**src/rtl/i2cs_pkg.sv**
```systemverilog
`timescale 1ns/1ps
package i2cs_pkg;
  localparam logic [1:0] SEL_OWN  = 2'd0;
  localparam logic [1:0] SEL_CTRL = 2'd1;
  localparam logic [1:0] SEL_STAT = 2'd2;
  localparam logic [1:0] SEL_DATA = 2'd3;

  localparam int CTL_EN    = 0;
  localparam int CTL_TX    = 1;
  localparam int CTL_NOACK = 2;

  typedef enum logic [2:0] {
    S_IDLE, S_ADDR, S_AACK, S_HOLD, S_RX, S_RACK, S_TX, S_TACK
  } eng_state_t;
  localparam eng_state_t S_WAIT = S_IDLE;
endpackage

```
**src/rtl/i2cs_sync.sv**
```systemverilog
`timescale 1ns/1ps
module i2cs_sync #(
  parameter int N      = 2,
  parameter int STAGES = 2
) (
  input  logic         clk,
  input  logic         rst_n,
  input  logic [N-1:0] raw,
  output logic [N-1:0] q,
  output logic [N-1:0] rise,
  output logic [N-1:0] fall
);
  logic [N-1:0] stg [STAGES];
  logic [N-1:0] last;

  always_ff @(posedge clk or negedge rst_n) begin
    if (!rst_n) begin
      for (int i = 0; i < STAGES; i++) stg[i] <= '1;
      last <= '1;
    end else begin
      stg[0] <= raw;
      for (int i = 1; i < STAGES; i++) stg[i] <= stg[i-1];
      last <= stg[STAGES-1];
    end
  end

  assign q    = stg[STAGES-1];
  assign rise = q & ~last;
  assign fall = ~q & last;
endmodule

```
**src/rtl/i2cs_engine.sv**
```systemverilog
`timescale 1ns/1ps
module i2cs_engine
  import i2cs_pkg::*;
#(
  parameter int DATA_W = 8,
  localparam int ADDR_W = DATA_W - 1,
  localparam int CNT_W  = $clog2(DATA_W + 1)
) (
  input  logic              clk,
  input  logic              rst_n,
  input  logic              en,
  input  logic [ADDR_W-1:0] own_addr,
  input  logic              tx_sel,
  input  logic              ack_off,
  input  logic              scl_s,
  input  logic              sda_s,
  input  logic              scl_rise,
  input  logic              scl_fall,
  input  logic              sda_rise,
  input  logic              sda_fall,
  input  logic              host_wr,
  input  logic              host_rd,
  input  logic [DATA_W-1:0] host_wdata,
  output logic              scl_oe,
  output logic              sda_oe,
  output logic              ev_addr,
  output logic              ev_rx,
  output logic              ev_tx,
  output logic              rw_bit,
  output logic              nack,
  output logic [DATA_W-1:0] rx_byte
);
  localparam logic [CNT_W-1:0] FULL = CNT_W'(DATA_W);
  localparam logic [CNT_W-1:0] LAST = CNT_W'(DATA_W - 1);

  eng_state_t        state;
  logic [DATA_W-1:0] sr;
  logic [CNT_W-1:0]  cnt;
  logic              start_c, stop_c, waiting;

  assign start_c = sda_fall & scl_s;
  assign stop_c  = sda_rise & scl_s;

  always_ff @(posedge clk or negedge rst_n) begin
    if (!rst_n) begin
      state <= S_IDLE; sr <= '0; cnt <= '0; scl_oe <= 1'b0; sda_oe <= 1'b0;
      ev_addr <= 1'b0; ev_rx <= 1'b0; ev_tx <= 1'b0;
      rw_bit <= 1'b0; nack <= 1'b0; rx_byte <= '0; waiting <= 1'b0;
    end else begin
      ev_addr <= 1'b0; ev_rx <= 1'b0; ev_tx <= 1'b0;
      if (!en) begin
        state <= S_IDLE; cnt <= '0; scl_oe <= 1'b0; sda_oe <= 1'b0; waiting <= 1'b0;
      end else if (start_c) begin
        state <= S_ADDR; cnt <= '0; scl_oe <= 1'b0; sda_oe <= 1'b0; waiting <= 1'b0;
      end else if (stop_c) begin
        state <= S_IDLE; scl_oe <= 1'b0; sda_oe <= 1'b0; waiting <= 1'b0;
      end else begin
        unique case (state)
          S_ADDR: begin
            if (scl_rise) begin
              sr <= {sr[DATA_W-2:0], sda_s}; cnt <= cnt + 1'b1;
            end else if (scl_fall && cnt == FULL) begin
              if (sr[DATA_W-1:1] == own_addr) begin
                sda_oe <= 1'b1; rw_bit <= sr[0]; state <= S_AACK;
              end else begin
                state <= S_IDLE;
              end
            end
          end
          S_AACK: if (scl_fall) begin
            sda_oe <= 1'b0; scl_oe <= 1'b1; ev_addr <= 1'b1; state <= S_HOLD;
          end
          S_HOLD: begin
            if (tx_sel && host_wr) begin
              sr <= host_wdata; sda_oe <= ~host_wdata[DATA_W-1];
              scl_oe <= 1'b0; cnt <= '0; state <= S_TX;
            end else if (!tx_sel && host_rd) begin
              scl_oe <= 1'b0; cnt <= '0; state <= S_RX;
            end
          end
          S_RX: begin
            if (scl_rise) begin
              sr <= {sr[DATA_W-2:0], sda_s}; cnt <= cnt + 1'b1;
            end else if (scl_fall && cnt == FULL) begin
              rx_byte <= sr; sda_oe <= ~ack_off; state <= S_RACK;
            end
          end
          S_RACK: if (scl_fall) begin
            sda_oe <= 1'b0; scl_oe <= 1'b1; ev_rx <= 1'b1; state <= S_HOLD;
          end
          S_TX: if (scl_fall) begin
            if (cnt == LAST) begin
              sda_oe <= 1'b0; state <= S_TACK;
            end else begin
              sr <= {sr[DATA_W-2:0], 1'b0}; sda_oe <= ~sr[DATA_W-2]; cnt <= cnt + 1'b1;
            end
          end
          S_TACK: begin
            if (scl_rise) nack <= sda_s;
            else if (scl_fall) begin
              ev_tx <= 1'b1;
              if (nack) begin
                state <= S_IDLE; waiting <= 1'b1;
              end else begin
                scl_oe <= 1'b1; state <= S_HOLD;
              end
            end
          end
          default: ;
        endcase
      end
    end
  end

  // a START seen while enabled restarts address reception with both lines released
  a_r10_start_restarts: assert property (@(posedge clk) disable iff (!rst_n)
    (en && start_c) |=> (state == S_ADDR && !sda_oe && !scl_oe))
    else $error("R10 start did not restart address reception");

  // after a master NACK the slave neither stretches nor drives data
  a_r9_nack_quiet: assert property (@(posedge clk) disable iff (!rst_n)
    (waiting && state == S_WAIT) |-> (!scl_oe && !sda_oe))
    else $error("R9 bus driven after NACK");

  // an idle slave (mismatch or no transfer) leaves both lines alone
  a_r3_idle_quiet: assert property (@(posedge clk) disable iff (!rst_n)
    (state == S_IDLE) |-> (!scl_oe && !sda_oe))
    else $error("R3 idle slave drives the bus");
endmodule

```
**src/rtl/i2c_slave_stretch.sv**
```systemverilog
`timescale 1ns/1ps
module i2c_slave_stretch
  import i2cs_pkg::*;
#(
  parameter int DATA_W      = 8,
  parameter int SYNC_STAGES = 2,
  localparam int ADDR_W     = DATA_W - 1
) (
  input  logic              clk,
  input  logic              rst_n,
  input  logic              scl_i,
  input  logic              sda_i,
  output logic              scl_oe,
  output logic              sda_oe,
  input  logic [1:0]        reg_sel,
  input  logic              reg_wr,
  input  logic              reg_rd,
  input  logic [DATA_W-1:0] reg_wdata,
  output logic [DATA_W-1:0] reg_rdata,
  output logic              irq
);
  logic [1:0] ln_q, ln_rise, ln_fall;
  logic [ADDR_W-1:0] own_q;
  logic [2:0] ctrl_q;
  logic irq_q, aas_q, srw_q, rxak_q;
  logic ev_addr, ev_rx, ev_tx, rw_bit, nack;
  logic [DATA_W-1:0] rx_byte;
  logic wr_ctrl, wr_own, wr_stat, wr_data, rd_data, ev_any;

  i2cs_sync #(.N(2), .STAGES(SYNC_STAGES)) sync_i (
    .clk(clk), .rst_n(rst_n), .raw({sda_i, scl_i}),
    .q(ln_q), .rise(ln_rise), .fall(ln_fall));

  assign wr_own  = reg_wr && reg_sel == SEL_OWN;
  assign wr_ctrl = reg_wr && reg_sel == SEL_CTRL;
  assign wr_stat = reg_wr && reg_sel == SEL_STAT;
  assign wr_data = reg_wr && reg_sel == SEL_DATA;
  assign rd_data = reg_rd && reg_sel == SEL_DATA;
  assign ev_any  = ev_addr | ev_rx | ev_tx;

  i2cs_engine #(.DATA_W(DATA_W)) eng_i (
    .clk(clk), .rst_n(rst_n), .en(ctrl_q[CTL_EN]), .own_addr(own_q),
    .tx_sel(ctrl_q[CTL_TX]), .ack_off(ctrl_q[CTL_NOACK]),
    .scl_s(ln_q[0]), .sda_s(ln_q[1]),
    .scl_rise(ln_rise[0]), .scl_fall(ln_fall[0]),
    .sda_rise(ln_rise[1]), .sda_fall(ln_fall[1]),
    .host_wr(wr_data), .host_rd(rd_data), .host_wdata(reg_wdata),
    .scl_oe(scl_oe), .sda_oe(sda_oe),
    .ev_addr(ev_addr), .ev_rx(ev_rx), .ev_tx(ev_tx),
    .rw_bit(rw_bit), .nack(nack), .rx_byte(rx_byte));

  always_ff @(posedge clk or negedge rst_n) begin
    if (!rst_n) begin
      own_q <= '0; ctrl_q <= '0; irq_q <= 1'b0;
      aas_q <= 1'b0; srw_q <= 1'b0; rxak_q <= 1'b0;
    end else begin
      if (wr_own) own_q <= reg_wdata[ADDR_W-1:0];
      if (wr_ctrl) begin
        ctrl_q <= reg_wdata[2:0];
        aas_q  <= 1'b0;
      end
      if (wr_stat && reg_wdata[0]) irq_q <= 1'b0;
      if (ev_addr) begin
        irq_q <= 1'b1; aas_q <= 1'b1; srw_q <= rw_bit;
      end
      if (ev_rx) begin
        irq_q <= 1'b1; aas_q <= 1'b0;
      end
      if (ev_tx) begin
        irq_q <= 1'b1; aas_q <= 1'b0; rxak_q <= nack;
      end
    end
  end

  always_comb begin
    reg_rdata = '0;
    unique case (reg_sel)
      SEL_OWN:  reg_rdata[ADDR_W-1:0] = own_q;
      SEL_CTRL: reg_rdata[2:0] = ctrl_q;
      SEL_STAT: reg_rdata[3:0] = {rxak_q, srw_q, aas_q, irq_q};
      default:  reg_rdata = rx_byte;
    endcase
  end

  assign irq = irq_q;

  // a stretch is only released by a host access
  a_r5_stretch_until_access: assert property (@(posedge clk) disable iff (!rst_n)
    (scl_oe && !reg_wr && !reg_rd) |=> scl_oe)
    else $error("R5 stretch released without host access");

  // control write clears the addressed flag unless a new match lands
  a_r4_ctrl_clears_aas: assert property (@(posedge clk) disable iff (!rst_n)
    (wr_ctrl && !ev_addr) |=> !aas_q)
    else $error("R4 addressed flag survived control write");

  // write-one-to-clear of the pending interrupt
  a_r11_irq_clear: assert property (@(posedge clk) disable iff (!rst_n)
    (wr_stat && reg_wdata[0] && !ev_any) |=> !irq)
    else $error("R11 interrupt not cleared");
endmodule

```
**config.mk**
```make
export PLATFORM = sky130hd
export DESIGN_NAME = i2c_slave_stretch
export DESIGN_NICKNAME = d
export VERILOG_FILES = /design/src/rtl/i2cs_pkg.sv /design/src/rtl/i2cs_sync.sv /design/src/rtl/i2cs_engine.sv /design/src/rtl/i2c_slave_stretch.sv
export SDC_FILE = /design/constraint.sdc
export NUM_CORES = 1
export LEC_CHECK = 0
export BUFFER_PORTS_ARGS = -buffer_cell sky130_fd_sc_hd__buf_2
export CAP_MARGIN = 10
export CORE_ASPECT_RATIO = 1.25
export CORE_MARGIN = 2
export CORE_UTILIZATION = 30
export CTS_CLUSTER_SIZE = 16
export DETAILED_ROUTE_END_ITERATION = 10
export PLACE_DENSITY_LB_ADDON = 0.25
export SLEW_MARGIN = 0
export SYNTH_ARGS = -nofsm -noshare
export SYNTH_HDL_FRONTEND = slang
export SYNTH_HIERARCHICAL = 1
export SYNTH_SLANG_ARGS = --single-unit
```
**constraint.sdc**
```tcl
create_clock -name clk -period 2.05 [get_ports clk]
set_input_delay 0.205 -clock clk [delete_from_list [all_inputs] [get_ports clk]]
set_output_delay 0.205 -clock clk [all_outputs]
set_load 0.01 [all_outputs]
```
==> flow_summary.json <==
{
  "timing.setup.tns_ns": 0,
  "globalRoute.totalOverflow": 0,
  "primary_flip_flop_cell_chosen_by_synthesis_mapping": "dfrtp_1",
  "max-vdd-ir-drop_mv": 0.3068,
  "die_width_um": 90.12,
  "final_common_cell": "dfrtp_1",
  "synth_edf_count": 0,
  "timing_worst_setup_path_type": "reg2reg",
  "track_usage": 0.1439,
  "core.rowCount": 39,
  "io_buffer_count": 26,
  "synth.net_count": 271,
  "regToRegSetupSlack_ns": 0.1,
  "rr_worst_depth": 6,
  "kind_of_start_point_of_the_critical_path": "flop",
  "area_used_by_multi_input_combinational_logic_um2": 1423,
  "die_y_um": 111.7,
  "timing.final.ws_setup_ns": 0.09744,
  "timing.final.hold_violations": 5,
  "drt.antenna.violating_nets": 0,
  "final_wl_um": 6886,
  "synth_sequential_area_ratio": 0.4525,
  "tightest_pin_transition_ns": 0.7820,
  "p_per_area_nw_per_um2": 749.1,
  "grt_first_pass_wirelength_um": 11340,
  "clkLatencyLatePin_ns": 0.29,
  "yosysUniqueCellTypes": 61,
  "area_added_between_synthesis_and_finish_pct": 19.97,
  "rsz0062_at_grt": "false",
  "crit_path_max_incr_delay_ns": 0.52,
  "ioPinCount": 27,
  "hpwl_um": 5313,
  "critPathRequiredTime_ns": 2.23,
  "count_of_nets_after_finishing": 316,
  "layout_min_cycle_time_ns": 1.953,
  "worst_setup_hold_path_clk_slew_ns": 0.07,
  "route.vias.total": 2117,
  "design.core.area_um2": 9076,
  "yosys_warnings": 6,
  "power.total_mw": 2.500,
  "clock_path_buffers": 2,
  "post-place-cells": 413,
  "dpl_cell_area_um2": 3172,
  "report.final.slew_viol_count": 0,
  "synthArstFlopShare": 1.000,
  "critical_path.reg2reg.startpoint": "sync_i/last[0]$_DFF_PN1_",
  "postSynthCellCount": 253,
  "detail_route.wl_per_cell_um": 16.32,
  "finalWeightedCongestion": 0.8952,
  "maximum_level_of_the_cts_h_tree": 2,
  "firstDrtPassIters": 4,
  "largest_net_degree_at_the_start_of_global_routing": 35,
  "max-cap-violations": 0,
  "timing.hold.worst.class": "in2async",
  "regToRegEndpoint": "eng_i/rx_byte[5]$_DFFE_PN0P_",
  "viasPerCell": 5.017,
  "cp_cell_sequence": "and2b_2 > and4bb_2 > nand2_2 > nor3_4 > buf_12 > mux2_2",
  "clk_root_buffer_cell": "clkbuf_16",
  "placement.setup.worst_slack_ns": 0.05703,
  "grt_pass1_vias": 2131,
  "syn-mean-instance-area_um2": 10.99,
  "finish.instance_area_um2": 3337,
  "crit_arrival_ns": 2.13,
  "finalHoldWorstSlack_ns": -0.004192,
  "final-setup-viol-count": 0,
  "number_of_antenna_violations_at_the_first_check_in_global_routing": 0,
  "area.sequential_um2": 1259,
  "clock_sinks": 50,
  "violations": "hold timing",
  "final_cell_count_no_fill": 422,
  "dieArea_um2": 10060,
  "start_util": 0.3065,
  "outcome": "finished with violations",
  "cellLeakagePower_nw": 1.504,
  "clock_skew_ns": 0.003279,
  "cts_inserted_buffers": 5,
  "worstSetupEndpointType": "flop",
  "seq_cells_post_synth": 50,
  "critical_path.slowest_cell": "dfstp_2",
  "share_of_layout_cells_above_drive_strength_1": 0.3679,
  "relSlewSlack": 0.4787,
  "tritoncts": "built",
  "crit_fanout": 8,
  "drt_iter0_markers": 93,
  "max_freq_ghz": 0.5121,
  "syn-cell-area_um2": 2781,
  "route.detailed.drc": 0,
  "final_cell_mix": "44 x dfrtp_1, 26 x nand2_1, 26 x buf_2, 24 x mux2_2, 23 x buf_4",
  "fillCellCount": 950,
  "fin_util": 0.3677,
  "insertedDiodeCount": 0,
  "period_share": 0.9525
}
-- timing repair --
action / 4_1_cts / 5_1_grt
hold endpoints to repair: 0 / 1
hold buffers: 0 / 1
setup buffers: 0 / 0
resized for setup: 0 / 3
endpoints found under the setup margin: 0 / 11
-- where the power goes --
group	total [mW]	leakage, nW	internal (mW)	switching, mW
combinational	0.451	0.784	0.231	0.220
sequential	1.23	0.650	1.10	0.129
clock	0.823	0.0698	0.452	0.371
total	2.50	1.50	1.78	0.720
-- flip-flops by register name, indices dropped and copies added, names as in the netlist --
name / count
eng_i/ev_tx: 1
irq: 1
eng_i/cnt: 4
ctrl_q: 3
rxak_q: 1
aas_q: 1
eng_i/rx_byte: 8
eng_i/ev_rx: 1
sync_i/q: 2
sync_i/last: 2
sync_i/stg: 2
eng_i/scl_oe: 1
eng_i/nack: 1
eng_i/sr: 8
eng_i/ev_addr: 1
eng_i/state: 3
srw_q: 1
own_q: 7
eng_i/sda_oe: 1
eng_i/rw_bit: 1
-- worst max path at each step --
stage / slack [ns] / from / end / cells after the start
final: 0.1 / sync_i/last[0]$_DFF_PN1_ / eng_i/rx_byte[5]$_DFFE_PN0P_ / 6
after global routing: 0.003 / sync_i/q[0]$_DFF_PN1_ / eng_i/sda_oe$_DFFE_PN0P_ / 6
after CTS: 0.04 / sync_i/q[0]$_DFF_PN1_ / eng_i/sda_oe$_DFFE_PN0P_ / 6
after detailed placement: 0.06 / sync_i/last[0]$_DFF_PN1_ / eng_i/rx_byte[3]$_DFFE_PN0P_ / 6
after global placement: 0.09 / sync_i/last[0]$_DFF_PN1_ / eng_i/rx_byte[3]$_DFFE_PN0P_ / 6
after floorplan: 0.07 / sync_i/last[0]$_DFF_PN1_ / eng_i/rx_byte[0]$_DFFE_PN0P_ / 5
-- kinds of logic after synthesis --
family | after synthesis | share of synthesized area
compound gates | 54 | 0.1440
xor+xnor | 8 | 0.02789
fa+ha+maj | 2 | 0.008995
buf+inv | 19 | 0.03913
flops | 50 | 0.4525
mux | 30 | 0.1363
simple gates | 90 | 0.1912
-- per-layer routing --
metal,up-vias,GRT usage,share of wire
met4,0,0.05436,0.031
met3,16,0.02706,0.031
met1,1042,0.1782,0.43
li1,1021,-,-
met2,38,0.2491,0.51
met5,-,0,0
-- critical path, delay by kind of cell (launching register included) --
kind | cells | cell delay, ns
flip-flops | 1 | 0.52
buffers and inverters | 1 | 0.15
multiplexers | 1 | 0.32
AND/OR/NAND/NOR | 4 | 0.85
-- cell usage after synthesis, types with 4 or more instances --
| cell type | number | area (um^2) |
|---|---|---|
| buf_4 | 5 | 37.54 |
| o21ai_0 | 4 | 20.02 |
| a21oi_1 | 8 | 40.04 |
| dfrtp_1 | 44 | 1101 |
| o22ai_1 | 5 | 31.28 |
| a31oi_1 | 7 | 43.79 |
| nor2_1 | 14 | 52.55 |
| and2b_2 | 4 | 35.03 |
| dfstp_2 | 6 | 157.7 |
| inv_1 | 6 | 22.52 |
| nand3b_1 | 4 | 30.03 |
| nand3_1 | 4 | 20.02 |
| a22o_1 | 7 | 61.31 |
| mux2_2 | 24 | 270.3 |
| nor3_1 | 5 | 25.02 |
| xnor2_1 | 7 | 61.31 |
| nand2_1 | 27 | 101.4 |
-- layout make-up --
class | count | area share
clock buffers | 5 | 0.03750
clock inverters | 3 | 0.006374
inverters | 6 | 0.006749
multi-input cells | 184 | 0.4263
flip-flops and latches | 50 | 0.3772
well taps | 123 | 0.04612
repair buffers | 51 | 0.09974
Power figures use the tool's default switching activity.
